## config.mk

```make
export PLATFORM = sky130hd
export DESIGN_NAME = bcd_digit_scanner
export DESIGN_NICKNAME = d
export VERILOG_FILES = /design/src/rtl/scan_pkg.sv /design/src/rtl/scan_timer.sv /design/src/rtl/scan_ctrl.sv /design/src/rtl/digit_store.sv /design/src/rtl/bcd_digit_scanner.sv
export SDC_FILE = /design/constraint.sdc
export NUM_CORES = 1
export LEC_CHECK = 0
export BUFFER_PORTS_ARGS = -buffer_cell sky130_fd_sc_hd__clkbuf_2
export CAP_MARGIN = 20
export CORE_ASPECT_RATIO = 1.5
export CORE_MARGIN = 2
export CORE_UTILIZATION = 45
export DETAILED_ROUTE_END_ITERATION = 10
export MAX_ROUTING_LAYER = met4
export PLACE_DENSITY_LB_ADDON = 0.08
export SYNTH_ARGS = -nofsm -noshare
export SYNTH_HDL_FRONTEND = slang
export SYNTH_HIERARCHICAL = 1
export SYNTH_SLANG_ARGS = --single-unit
```

## constraint.sdc

```tcl
create_clock -name clk -period 2.3 [get_ports clk]
set_input_delay 0.46 -clock clk [delete_from_list [all_inputs] [get_ports clk]]
set_output_delay 0.46 -clock clk [all_outputs]
set_load 0.01 [all_outputs]
```

## src/rtl/scan_pkg.sv

```systemverilog
`timescale 1ns/1ps
package scan_pkg;

    localparam int BCD_W = 4;

    // Scanner operating mode
    typedef enum logic [1:0] {
        SCAN_FREE   = 2'd0,   // plain rotating scan, no strobes
        SCAN_STROBE = 2'd1,   // single strobed pass after a conversion
        SCAN_BLANK  = 2'd2    // over-range: all digits dark
    } scan_mode_e;

    // Commands from the mode controller to the window timer
    typedef struct packed {
        logic restart;   // start a stretched first window
        logic resume;    // start a normal window
        logic run;       // advance the window count
    } timer_cmd_t;

    // Status from the window timer
    typedef struct packed {
        logic stretch;   // the extra leading cycle of the first window
        logic win_end;   // last cycle of the current digit window
    } timer_stat_t;

    function automatic int unsigned cnt_width(input int unsigned depth);
        return (depth > 1) ? $clog2(depth) : 1;
    endfunction

endpackage

```

## src/rtl/scan_timer.sv

```systemverilog
`timescale 1ns/1ps
module scan_timer
    import scan_pkg::*;
#(
    parameter int DIGIT_LEN = 200,
    localparam int PW = cnt_width(DIGIT_LEN)
) (
    input  logic          clk,
    input  logic          rst,
    input  timer_cmd_t    cmd_i,
    output logic [PW-1:0] pos_o,
    output timer_stat_t   stat_o
);

    localparam logic [PW-1:0] LAST_POS = PW'(DIGIT_LEN - 1);

    logic [PW-1:0] pos_q;
    logic          stretch_q;

    always_ff @(posedge clk) begin
        if (rst) begin
            pos_q     <= '0;
            stretch_q <= 1'b0;
        end else if (cmd_i.restart) begin
            pos_q     <= '0;
            stretch_q <= 1'b1;
        end else if (cmd_i.resume) begin
            pos_q     <= '0;
            stretch_q <= 1'b0;
        end else if (cmd_i.run) begin
            if (stretch_q) begin
                stretch_q <= 1'b0;
            end else if (pos_q == LAST_POS) begin
                pos_q <= '0;
            end else begin
                pos_q <= pos_q + PW'(1);
            end
        end
    end

    assign pos_o          = pos_q;
    assign stat_o.stretch = stretch_q;
    assign stat_o.win_end = cmd_i.run && !stretch_q && (pos_q == LAST_POS);

endmodule

```

## src/rtl/scan_ctrl.sv

```systemverilog
`timescale 1ns/1ps
module scan_ctrl
    import scan_pkg::*;
#(
    parameter int NUM_DIGITS = 5,
    localparam int IW = cnt_width(NUM_DIGITS)
) (
    input  logic          clk,
    input  logic          rst,
    input  logic          eoc_i,
    input  logic          ovr_i,
    input  logic          deint_i,
    input  timer_stat_t   tstat_i,
    output scan_mode_e    mode_o,
    output logic [IW-1:0] idx_o,
    output timer_cmd_t    cmd_o
);

    localparam logic [IW-1:0] TOP_IDX = IW'(NUM_DIGITS - 1);

    scan_mode_e    mode_q;
    logic [IW-1:0] idx_q;
    logic          ovr_q;
    logic          leave_blank;

    assign leave_blank = (mode_q == SCAN_BLANK) && deint_i && !eoc_i;

    always_ff @(posedge clk) begin
        if (rst) begin
            mode_q <= SCAN_FREE;
            idx_q  <= TOP_IDX;
            ovr_q  <= 1'b0;
        end else if (eoc_i) begin
            mode_q <= SCAN_STROBE;
            idx_q  <= TOP_IDX;
            ovr_q  <= ovr_i;
        end else if (leave_blank) begin
            mode_q <= SCAN_FREE;
            idx_q  <= TOP_IDX;
        end else if (tstat_i.win_end) begin
            if (idx_q == '0) begin
                idx_q <= TOP_IDX;
                if (mode_q == SCAN_STROBE) begin
                    mode_q <= ovr_q ? SCAN_BLANK : SCAN_FREE;
                end
            end else begin
                idx_q <= idx_q - IW'(1);
            end
        end
    end

    assign cmd_o.restart = eoc_i;
    assign cmd_o.resume  = leave_blank;
    assign cmd_o.run     = (mode_q != SCAN_BLANK);
    assign mode_o        = mode_q;
    assign idx_o         = idx_q;

endmodule

```

## src/rtl/digit_store.sv

```systemverilog
`timescale 1ns/1ps
module digit_store
    import scan_pkg::*;
#(
    parameter int NUM_DIGITS = 5,
    localparam int IW = cnt_width(NUM_DIGITS)
) (
    input  logic                        clk,
    input  logic                        rst,
    input  logic                        cap_i,
    input  logic [NUM_DIGITS*BCD_W-1:0] digits_i,
    input  logic [IW-1:0]               idx_i,
    output logic [BCD_W-1:0]            bcd_o
);

    logic [BCD_W-1:0] held_q [NUM_DIGITS];

    for (genvar g = 0; g < NUM_DIGITS; g++) begin : g_nib
        always_ff @(posedge clk) begin
            if (rst) begin
                held_q[g] <= '0;
            end else if (cap_i) begin
                held_q[g] <= digits_i[g*BCD_W +: BCD_W];
            end
        end
    end

    always_comb begin
        bcd_o = '0;
        for (int i = 0; i < NUM_DIGITS; i++) begin
            if (idx_i == IW'(i)) begin
                bcd_o = held_q[i];
            end
        end
    end

endmodule

```

## src/rtl/bcd_digit_scanner.sv

```systemverilog
`timescale 1ns/1ps
module bcd_digit_scanner
    import scan_pkg::*;
#(
    parameter int NUM_DIGITS = 5,
    parameter int DIGIT_LEN  = 200,
    parameter int STROBE_OFS = 100
) (
    input  logic                        clk,
    input  logic                        rst,
    input  logic                        eoc_i,
    input  logic                        ovr_i,
    input  logic                        deint_i,
    input  logic [NUM_DIGITS*BCD_W-1:0] digits_i,
    output logic [NUM_DIGITS-1:0]       dsel_o,
    output logic [BCD_W-1:0]            bcd_o,
    output logic                        strobe_n_o
);

    localparam int IW = cnt_width(NUM_DIGITS);
    localparam int PW = cnt_width(DIGIT_LEN);
    localparam logic [PW-1:0] STB_POS = PW'(STROBE_OFS);

    scan_mode_e       mode;
    logic [IW-1:0]    idx;
    logic [PW-1:0]    pos;
    timer_cmd_t       tcmd;
    timer_stat_t      tstat;
    logic [BCD_W-1:0] held_bcd;
    logic             lit;
    logic             strobe_win;

    scan_ctrl #(.NUM_DIGITS(NUM_DIGITS)) ctrl_i (
        .clk     (clk),
        .rst     (rst),
        .eoc_i   (eoc_i),
        .ovr_i   (ovr_i),
        .deint_i (deint_i),
        .tstat_i (tstat),
        .mode_o  (mode),
        .idx_o   (idx),
        .cmd_o   (tcmd)
    );

    scan_timer #(.DIGIT_LEN(DIGIT_LEN)) timer_i (
        .clk    (clk),
        .rst    (rst),
        .cmd_i  (tcmd),
        .pos_o  (pos),
        .stat_o (tstat)
    );

    digit_store #(.NUM_DIGITS(NUM_DIGITS)) store_i (
        .clk      (clk),
        .rst      (rst),
        .cap_i    (eoc_i),
        .digits_i (digits_i),
        .idx_i    (idx),
        .bcd_o    (held_bcd)
    );

    assign lit = (mode != SCAN_BLANK);

    for (genvar g = 0; g < NUM_DIGITS; g++) begin : g_sel
        assign dsel_o[g] = lit && (idx == IW'(g));
    end

    assign bcd_o = lit ? held_bcd : '0;

    // Strobe window: one cycle in the middle of each digit of the strobed pass
    assign strobe_win = (mode == SCAN_STROBE) && !tstat.stretch && (pos == STB_POS);

    // Narrowed to the low half of that cycle
    assign strobe_n_o = ~(strobe_win & ~clk);

endmodule

```

==> flow_summary.json <==
{
  "outcome": "complete, no violations",
  "post-route-util": 0.551,
  "synthesis.area_um2": 1790,
  "critical_path_arrival_ns": 1.74,
  "maxCapViolations": 0,
  "rrSetupSlack_ns": 0.50,
  "syn_inst": 170,
  "slowest_delay_ns": 0.21,
  "fp-row-count": 28,
  "crit_chain": "clkbuf_8 -> nor4b_4 -> nand3_1 -> buf_2",
  "final_antenna_net_count": 0,
  "drt-initial-drc-count": 32,
  "rr_worst_depth": 4,
  "grt_use_total": 0.179,
  "fp.dieW_um": 55.6,
  "drive_gt1_frac": 0.268,
  "ys_ff_latch": 35,
  "slowest_stage": "nor4b_4",
  "yosysWarningCount": 6,
  "setup_viol": 0,
  "grt_pass1_wl_mm": 5.88,
  "crit_required_ns": 1.84,
  "power_density_nw_per_um2": 671,
  "synth_area_per_cell_um2": 10.6,
  "peakVddDrop_mv": 0.450,
  "worstSetupEndpoint": "strobe_n_o",
  "total_power_mw": 1.44,
  "path_clk_slew_ns": 0.07,
  "via_count": 1410,
  "grt_antenna_before_repair": 0,
  "reg2reg_to": "timer_i/pos_o[1]$_SDFFE_PP0P_",
  "start_util": 0.461,
  "relSlewSlack": 0.533,
  "synth-edff-count": 20,
  "stdcell_area_um2": 2140,
  "leakage_nw": 0.826,
  "pin_count": 35,
  "worstSetupStartpointType": "clock port",
  "globalplace.congestion": 0.786,
  "worst_slew_pin_slew_ns": 0.695,
  "crit_start": "clk",
  "synthArstFlopShare": 0,
  "path_depth": 4,
  "timing.rr.start": "ctrl_i/mode_o[0]$_SDFFE_PP0P_",
  "first_global_vias": 1331,
  "finalHoldViolCount": 0,
  "end_kind": "primary output",
  "port_buffers": 34,
  "drv_slew": 0,
  "critPathMaxFanout": 2,
  "overflow": 0,
  "place_area_um2": 1980,
  "grt_max_degree": 21,
  "first_pass_iters": 4,
  "finalSetupTns_ns": 0,
  "cp_top_family": "simple AND/OR/NAND/NOR gates",
  "finalClockSkew_ns": 0.00450,
  "worstSetupPathType": "clk -> out",
  "die_area_um2": 4520,
  "die_h_um": 81.3,
  "whs_ns": 0.305,
  "core-area_um2": 3890,
  "drt_drc_violations_left": 0,
  "wl_per_cell_um": 14.5,
  "hpwl_mm": 2.65,
  "cts_tree": "built",
  "area_delta_synth_final_pct": 19.5,
  "antenna_cells": 0,
  "crit_buf_inv": 2,
  "routed_wl_mm": 3.67,
  "syn_nets": 197,
  "nNetsFinal": 235,
  "fillCellCount": 375,
  "drt-vias-per-instance": 5.55,
  "synth_flop_cell": "edfxtp_1",
  "rsz0062_at_grt": "false",
  "clk-insertion-delay-late_ns": 0.39,
  "cts_hold_buf": 0,
  "synth.distinct_cells": 44,
  "hold_path.class": "in -> reg",
  "ys_seq_area_frac": 0.502
}
## sequential cells by signal, summed over array words and instances (netlist names)
signal and cells:
store_i/held_q 20, timer_i/pos_o 8, ctrl_i/idx_o 3, ctrl_i/mode_o 2, ctrl_i/ovr_q 1, timer_i/stretch_q 1
## metal layers
metal  share of wire  track usage  routed length [um]  vias up
met5               0            -                   0        -
met4           0.029        0.132                 105        0
li1                -            -                   -      697
met2            0.53        0.312                1950       34
met3           0.039       0.0462                 142        8
met1            0.40        0.169                1470      671
## cell usage after synthesis, types with 4 or more instances
master,number,area [um^2]
nand2_1,4,15.0
edfxtp_1,20,601
nor4b_1,5,43.8
o21ai_0,4,20.0
inv_1,4,15.0
nor2_1,13,48.8
a21oi_1,13,65.1
mux2i_1,10,100
and2_1,24,150
dfxtp_1,15,300
buf_4,4,30.0
nor3_1,4,20.0
## area by class of cell
class                           count  area [um^2]  share of cell area
Tap cell                           45         56.3              0.0263
Inverter                            4         15.0             0.00700
Multi-Input combinational cell    123          841               0.392
Sequential cell                    35          905               0.422
Timing Repair Buffer               36          188              0.0875
Clock buffer                        8          101              0.0473
Clock inverter                      3         38.8              0.0181
## cell families after synthesis
| logic type | synth area share |
|---|---|
| xor+xnor | 0.00976 |
| mux | 0.0558 |
| flops | 0.502 |
| buf+inv | 0.0377 |
| compound gates | 0.100 |
| fa+ha+maj | 0.0139 |
| simple gates | 0.280 |
## tightest hold or removal path: cells and delay by family
family	cells	cell delay, ns
buffers and inverters	1	0.07
multiplexers	1	0.05
AND/OR/NAND/NOR	1	0.07
## layout by cell type, fill, tap and decap left out, types with 4 or more instances in the layout
| cell | netlist | final |
|---|---|---|
| o21ai_0 | 4 | 4 |
| a21oi_1 | 13 | 13 |
| inv_1 | 4 | 4 |
| mux2i_1 | 10 | 10 |
| nor2_1 | 13 | 13 |
| and2_1 | 24 | 24 |
| nor4b_1 | 5 | 4 |
| nor3_1 | 4 | 4 |
| clkbuf_8 | 0 | 7 |
| nand2_1 | 4 | 4 |
| dfxtp_1 | 15 | 12 |
| clkbuf_2 | 0 | 33 |
| edfxtp_1 | 20 | 20 |
## power breakdown
part | total, mW | leakage, nW | internal (mW) | switching, mW
registers | 0.712 | 0.337 | 0.697 | 0.0143
clock network | 0.635 | 0.0743 | 0.393 | 0.242
logic | 0.0926 | 0.414 | 0.0486 | 0.0440
total | 1.44 | 0.826 | 1.14 | 0.300
## repair_timing
item | 4_1_cts | 5_1_grt
resized for setup | 4 | 2
endpoints found under the setup margin | 5 | 2
setup buffers | 0 | 0
pin swaps | 1 | 1
## worst min path at each step
stage	from	end	slack, ns	cells after the start
6_report	ovr_i	ctrl_i/ovr_q$_SDFFE_PP0P_	0.30	3
3_5_place_dp	ctrl_i/ovr_q$_SDFFE_PP0P_	ctrl_i/ovr_q$_SDFFE_PP0P_	0.50	2
4_1_cts	ovr_i	ctrl_i/ovr_q$_SDFFE_PP0P_	0.29	3
3_3_place_gp	timer_i/pos_o[7]$_SDFFE_PP0P_	timer_i/pos_o[7]$_SDFFE_PP0P_	0.48	2
5_1_grt	ovr_i	ctrl_i/ovr_q$_SDFFE_PP0P_	0.33	3
2_1_floorplan	ctrl_i/ovr_q$_SDFFE_PP0P_	ctrl_i/ovr_q$_SDFFE_PP0P_	0.46	2
## stage by stage
stage / std cells / worst slack (ns)
2_1_floorplan: 170 / 0.307
3_3_place_gp: 243 / 0.236
3_5_place_dp: 243 / 0.235
4_1_cts: 253 / 0.0508
5_1_grt: 254 / 0.0400
6_report: 254 / 0.0970
Note: power is estimated with default switching activity, not from simulation.
